File: config.mk
export PLATFORM = sky130hd
export DESIGN_NAME = bitseq_detect
export DESIGN_NICKNAME = d
export VERILOG_FILES = /design/src/rtl/bitseq_detect_pkg.sv /design/src/rtl/ones_residue_fsm.sv /design/src/rtl/zero_class_fsm.sv /design/src/rtl/bitseq_detect.sv
export SDC_FILE = /design/constraint.sdc
export NUM_CORES = 1
export LEC_CHECK = 0
export BUFFER_PORTS_ARGS = -buffer_cell sky130_fd_sc_hd__buf_2
export CORE_AREA = 2 2 39 41
export DETAILED_ROUTE_END_ITERATION = 10
export DIE_AREA = 0 0 41 43
export GPL_TIMING_DRIVEN = 0
export SYNTH_ARGS = -nofsm -noshare
export SYNTH_HDL_FRONTEND = slang
export SYNTH_SLANG_ARGS = --single-unit
File: constraint.sdc
create_clock -name clk -period 1.1 [get_ports clk]
set_input_delay 0 -clock clk [delete_from_list [all_inputs] [get_ports clk]]
set_output_delay 0 -clock clk [all_outputs]
set_load 0.05 [all_outputs]
File: src/rtl/bitseq_detect_pkg.sv
package bitseq_detect_pkg;
    typedef enum logic [1:0] {
        ONE_R0 = 2'd0,
        ONE_R1 = 2'd1,
        ONE_R2 = 2'd2
    } ones_cls_e;

    typedef enum logic [1:0] {
        ZC_NONE = 2'd0,
        ZC_ODD  = 2'd1,
        ZC_EVEN = 2'd2
    } zero_cls_e;
endpackage

File: src/rtl/ones_residue_fsm.sv
module ones_residue_fsm
    import bitseq_detect_pkg::*;
(
    input  logic      clk,
    input  logic      rst,
    input  logic      adv,
    output ones_cls_e cur,
    output ones_cls_e nxt
);
    // Next-state logic: step the residue on each accepted 1
    always_comb begin
        nxt = cur;
        if (adv) begin
            unique case (cur)
                ONE_R0:  nxt = ONE_R1;
                ONE_R1:  nxt = ONE_R2;
                ONE_R2:  nxt = ONE_R0;
                default: nxt = ONE_R0;
            endcase
        end
    end

    always_ff @(posedge clk) begin
        if (rst) cur <= ONE_R0;
        else     cur <= nxt;
    end

    // R1: a residue step always changes the class
    a_r1_ones_step: assert property (@(posedge clk) disable iff (rst)
        adv |=> (cur != $past(cur)));
endmodule

File: src/rtl/zero_class_fsm.sv
module zero_class_fsm
    import bitseq_detect_pkg::*;
(
    input  logic      clk,
    input  logic      rst,
    input  logic      adv,
    output zero_cls_e cur,
    output zero_cls_e nxt
);
    // Next-state logic: each accepted 0 flips odd/even; first 0 leaves NONE
    always_comb begin
        nxt = cur;
        if (adv) begin
            unique case (cur)
                ZC_NONE: nxt = ZC_ODD;
                ZC_ODD:  nxt = ZC_EVEN;
                ZC_EVEN: nxt = ZC_ODD;
                default: nxt = ZC_NONE;
            endcase
        end
    end

    always_ff @(posedge clk) begin
        if (rst) cur <= ZC_NONE;
        else     cur <= nxt;
    end

    // R2: once a zero is seen the class never returns to NONE without reset
    a_r2_no_return_none: assert property (@(posedge clk) disable iff (rst)
        (cur != ZC_NONE) |=> (cur != ZC_NONE));
    // R2: an accepted zero always toggles into ODD or EVEN
    a_r2_zero_step: assert property (@(posedge clk) disable iff (rst)
        adv |=> (cur != $past(cur)) && (cur != ZC_NONE));
endmodule

File: src/rtl/bitseq_detect.sv
module bitseq_detect
    import bitseq_detect_pkg::*;
(
    input  logic clk,
    input  logic rst,
    input  logic bit_valid,
    input  logic bit_in,
    output logic hit_mealy,
    output logic hit_moore
);
    ones_cls_e ones_cur, ones_nxt;
    zero_cls_e zero_cur, zero_nxt;
    logic      take_one, take_zero, lands_detect;

    assign take_one  = bit_valid &  bit_in;
    assign take_zero = bit_valid & ~bit_in;

    ones_residue_fsm u_ones (
        .clk (clk),
        .rst (rst),
        .adv (take_one),
        .cur (ones_cur),
        .nxt (ones_nxt)
    );

    zero_class_fsm u_zero (
        .clk (clk),
        .rst (rst),
        .adv (take_zero),
        .cur (zero_cur),
        .nxt (zero_nxt)
    );

    assign lands_detect = (ones_nxt == ONE_R0) && (zero_nxt == ZC_EVEN);

    // Output process: Mealy flag only on an accepted bit, never in reset
    always_comb begin
        hit_mealy = 1'b0;
        if (!rst && bit_valid) hit_mealy = lands_detect;
    end

    // Registered flag tracks the detect state as it is entered
    always_ff @(posedge clk) begin
        if (rst) hit_moore <= 1'b0;
        else     hit_moore <= lands_detect;
    end

    // R6: reset lands in (R0, NONE) with the registered flag clear
    a_r6_reset_state: assert property (@(posedge clk)
        rst |=> (ones_cur == ONE_R0) && (zero_cur == ZC_NONE) && !hit_moore);
    // R4: idle cycles hold both trackers
    a_r4_idle_hold: assert property (@(posedge clk) disable iff (rst)
        !bit_valid |=> $stable(ones_cur) && $stable(zero_cur));
    // R1: a valid 1 never disturbs the zeros class
    a_r1_one_keeps_zeros: assert property (@(posedge clk) disable iff (rst)
        take_one |=> $stable(zero_cur));
    // R3: entering detect is never from inside detect
    a_r3_flags_exclusive: assert property (@(posedge clk) disable iff (rst)
        hit_mealy |-> !hit_moore);
    // R5: combinational hit is followed by the registered flag
    a_r5_moore_follows: assert property (@(posedge clk) disable iff (rst)
        hit_mealy |=> hit_moore);
    // R8: any valid bit in detect leaves it
    a_r8_leave_detect: assert property (@(posedge clk) disable iff (rst)
        (hit_moore && bit_valid) |=> !hit_moore);
endmodule

==> key figures <==
Drt
  – Initial DRC Count: 2
  – Routed via count: 224
  – Vias per cell: 4.23
  – # DRC: 0
  – Drt pass-1 iters: 2
  – Routed length per placed instance: 9.23 um
  – Final wirelength: 489 um
  – Post-route ant nets: 0

CTS
  – Total CTS buffers: 3
  – CTS tree: built
  – Worst-Skew Late Latency: 0.24 ns
  – H-tree depth: 1
  – Hold Buf Count CTS: 0
  – Maximum clock path buffer count: 2
  – # clock sinks: 5
  – Clock slew seen by the registers of the worst setup and hold paths: 0.04 ns
  – CTS root buf: clkbuf_4

Logic synthesis
  – Synth warnings: 0
  – Largest family of logic cells by synthesized area: simple AND/OR/NAND/NOR gates
  – Net Count, Synth: 31
  – Synth Area in Compound Gates: 11.8%
  – Synth cell types: 15
  – Mux cell area share after synthesis: 4.10%
  – Post-synthesis sequential area ratio: 41.0%
  – Cells after synthesis: 27
  – Synthesized area per cell: 9.04 um^2
  – Post-Synth Simple-Gate Area: 43.1%
  – Post-synthesis xor/xnor area fraction: 0%
  – Mapped Area: 244 um^2
  – Adder-cell share of the synthesized area: 0%
  – #FFs+latches synth: 5

Placement
  – DP HPWL: 353 um
  – Final GP Congestion: 0.685
  – Setup WS pre-CTS: -0.102 ns
  – I/O Buffers: 5

Global route
  – Antenna violations before repair: 0
  – Grt ovf: 0
  – GRT Overall Usage: 6.73%
  – Wire length of the first global-routing pass: 745 um
  – GR peak layer: met2
  – Vias in the first global route: 186
  – Largest net degree at the start of global routing: 9
  – M3 GR Usage: 7.85%
  – GRT met2 Usage: 9.06%
  – M1 GR Usage: 7.42%

Timing
  – Unrepaired setup endpoints after global routing: yes
  – Layout Skew: 0.000822 ns
  – Final period utilization: 115%
  – Slew @ Worst Pin: 0.267 ns
  – Setup ws final: -0.162 ns
  – Max-slew violations: 0
  – Tmin final: 1.26 ns
  – Max Clock Freq: 0.793 GHz
  – Final-report hold violation count: 0
  – Worst slew margin: 82.2%
  – Final setup violation count: 1

Floorplan
  – Starting density of the core: 17.6%
  – Horiz. Die Dim: 41 um
  – Io pins: 6
  – Core ar.: 0.00138 mm^2
  – Die Span Y: 43 um
  – Die Area: 0.00176 mm^2
  – Row cnt: 14

Critical path
  – CP Max Fanout: 6
  – Worst Setup EP: hit_mealy
  – Crit path depth: 4
  – Critical Path AT: 1.26 ns
  – Critical-path cell with the highest stage delay: dfxtp_2
  – Required time of the critical path: 1.10 ns
  – Worst R2R Start: u_ones.cur[0]
  – Worst Setup End Kind: output pin
  – Startpoint types: flop
  – Reg2reg end: hit_moore
  – Crit-path cells: nor4b_4 > o21ai_2 > nor3_4 > buf_6
  – CP Launch Point: u_ones.cur[1]
  – Buf/Inv on CP: 1
  – R2r setup slk: 0.11 ns
  – Crit path kind: flop to output pin
  – CP peak stage delay: 0.35 ns
  – Reg2Reg Depth: 4
  – Crit path max-delay family: simple AND/OR/NAND/NOR gates

Power and ir drop
  – Sw power: 0.113 mW
  – Sequential Power Share: 42.5%
  – Maximum vdd drop: 725 uV
  – Combinational share of power: 12.2%
  – Pleak: 0.149 nW
  – Sw frac: 24.3%
  – Int Pwr: 0.352 mW
  – PwrDens: 1270 mW/mm^2
  – Clk pwr share: 45.2%

Min path
  – Hold Path Class: input port to flop

Cells and area
  – Commonest non-fill, non-tap cells in the layout: nor2_1 (4), buf_2 (4), nand2_1 (3), clkbuf_4 (3)
  – Layout cells sized above 1: 45.9%
  – Area growth syn-to-layout: 49.7%
  – Core Util, Final: 26.4%
  – # nets final: 42
  – N_diodes: 0

Run status
  – Failing checks: setup timing
  – Status: finished with violations

Flow run
  – MaxCap Viol Count: 0
[cell usage after synthesis]
cell | instances | area (um^2)
dfxtp_1 | 5 | 100
nor2_1 | 4 | 15.0
a21oi_1 | 3 | 15.0
nand2_1 | 3 | 11.3
nor3_1 | 2 | 10.0
a221oi_1 | 1 | 8.76
and3b_2 | 1 | 10.0
and4b_1 | 1 | 10.0
and4bb_1 | 1 | 12.5
mux2i_1 | 1 | 10.0
nand2b_1 | 1 | 6.26
nand4b_1 | 1 | 8.76
nor4b_2 | 1 | 15.0
o21ai_0 | 1 | 5.00
or2_1 | 1 | 6.26
[power by group through the flow]
stage	Sequential, mW	Combinational, mW	Clock [mW]
after floorplan	0.203	0.0305	0
after CTS	0.199	0.0582	0.221
final	0.198	0.0570	0.210
after global placement	0.203	0.0506	0
after global routing	0.199	0.0625	0.239
after detailed placement	0.203	0.0513	0
[per-layer routing]
metal	wire length (um)	up-vias
li1	-	122
met5	0	-
met1	239	94
met4	0	0
met2	208	8
met3	41	0
[sequential cells by signal, indices dropped and copies added (netlist names)]
register    flops
u_ones.cur      2
u_zero.cur      2
hit_moore       1
[worst min path at each step]
stage / cells after the start / startpoint / to
floorplan: 1 / rst / hit_mealy
global placement: 2 / rst / u_zero.cur[0]
detailed placement: 2 / rst / u_ones.cur[1]
CTS: 2 / rst / u_ones.cur[1]
global route: 2 / rst / u_zero.cur[0]
finish: 2 / rst / u_ones.cur[1]
[final cells by class]
cell class | count | area [um^2]
Clock buffer | 4 | 26.3
Multi-Input combinational cell | 22 | 171
Fill cell | 152 | 1020
Tap cell | 16 | 20.0
Timing Repair Buffer | 6 | 38.8
Sequential cell | 5 | 109
[what timing repair did]
action | 4_1_cts | 5_1_grt
setup buffers | 1 | 0
gates resized for setup | 6 | 1
pin swaps | 3 | 2
cloned | 0 | 0
setup endpoints to repair | 1 | 1
endpoints found under the hold margin | 0 | 0
[kinds of logic (layout without fill, tap and decap cells)]
logic type	count (synthesis)	in the layout
compound gates	5	5
buf+inv	0	10
flops	5	5
mux	1	1
simple gates	16	16
[through the flow]
step,hold WS [ns],total power [mW],cell area [um^2],TNS [ns],std cells
3_5_place_dp,0.270,0.255,314,-0.102,48
5_1_grt,0.0205,0.500,365,-0.222,53
6_report,0.0101,0.465,365,-0.162,53
3_3_place_gp,0.273,0.253,314,-0.0838,48
4_1_cts,0.00661,0.478,363,-0.192,53
2_1_floorplan,0.0594,0.233,269,-0.0864,27
Note: power is estimated with default switching activity, not from simulation.
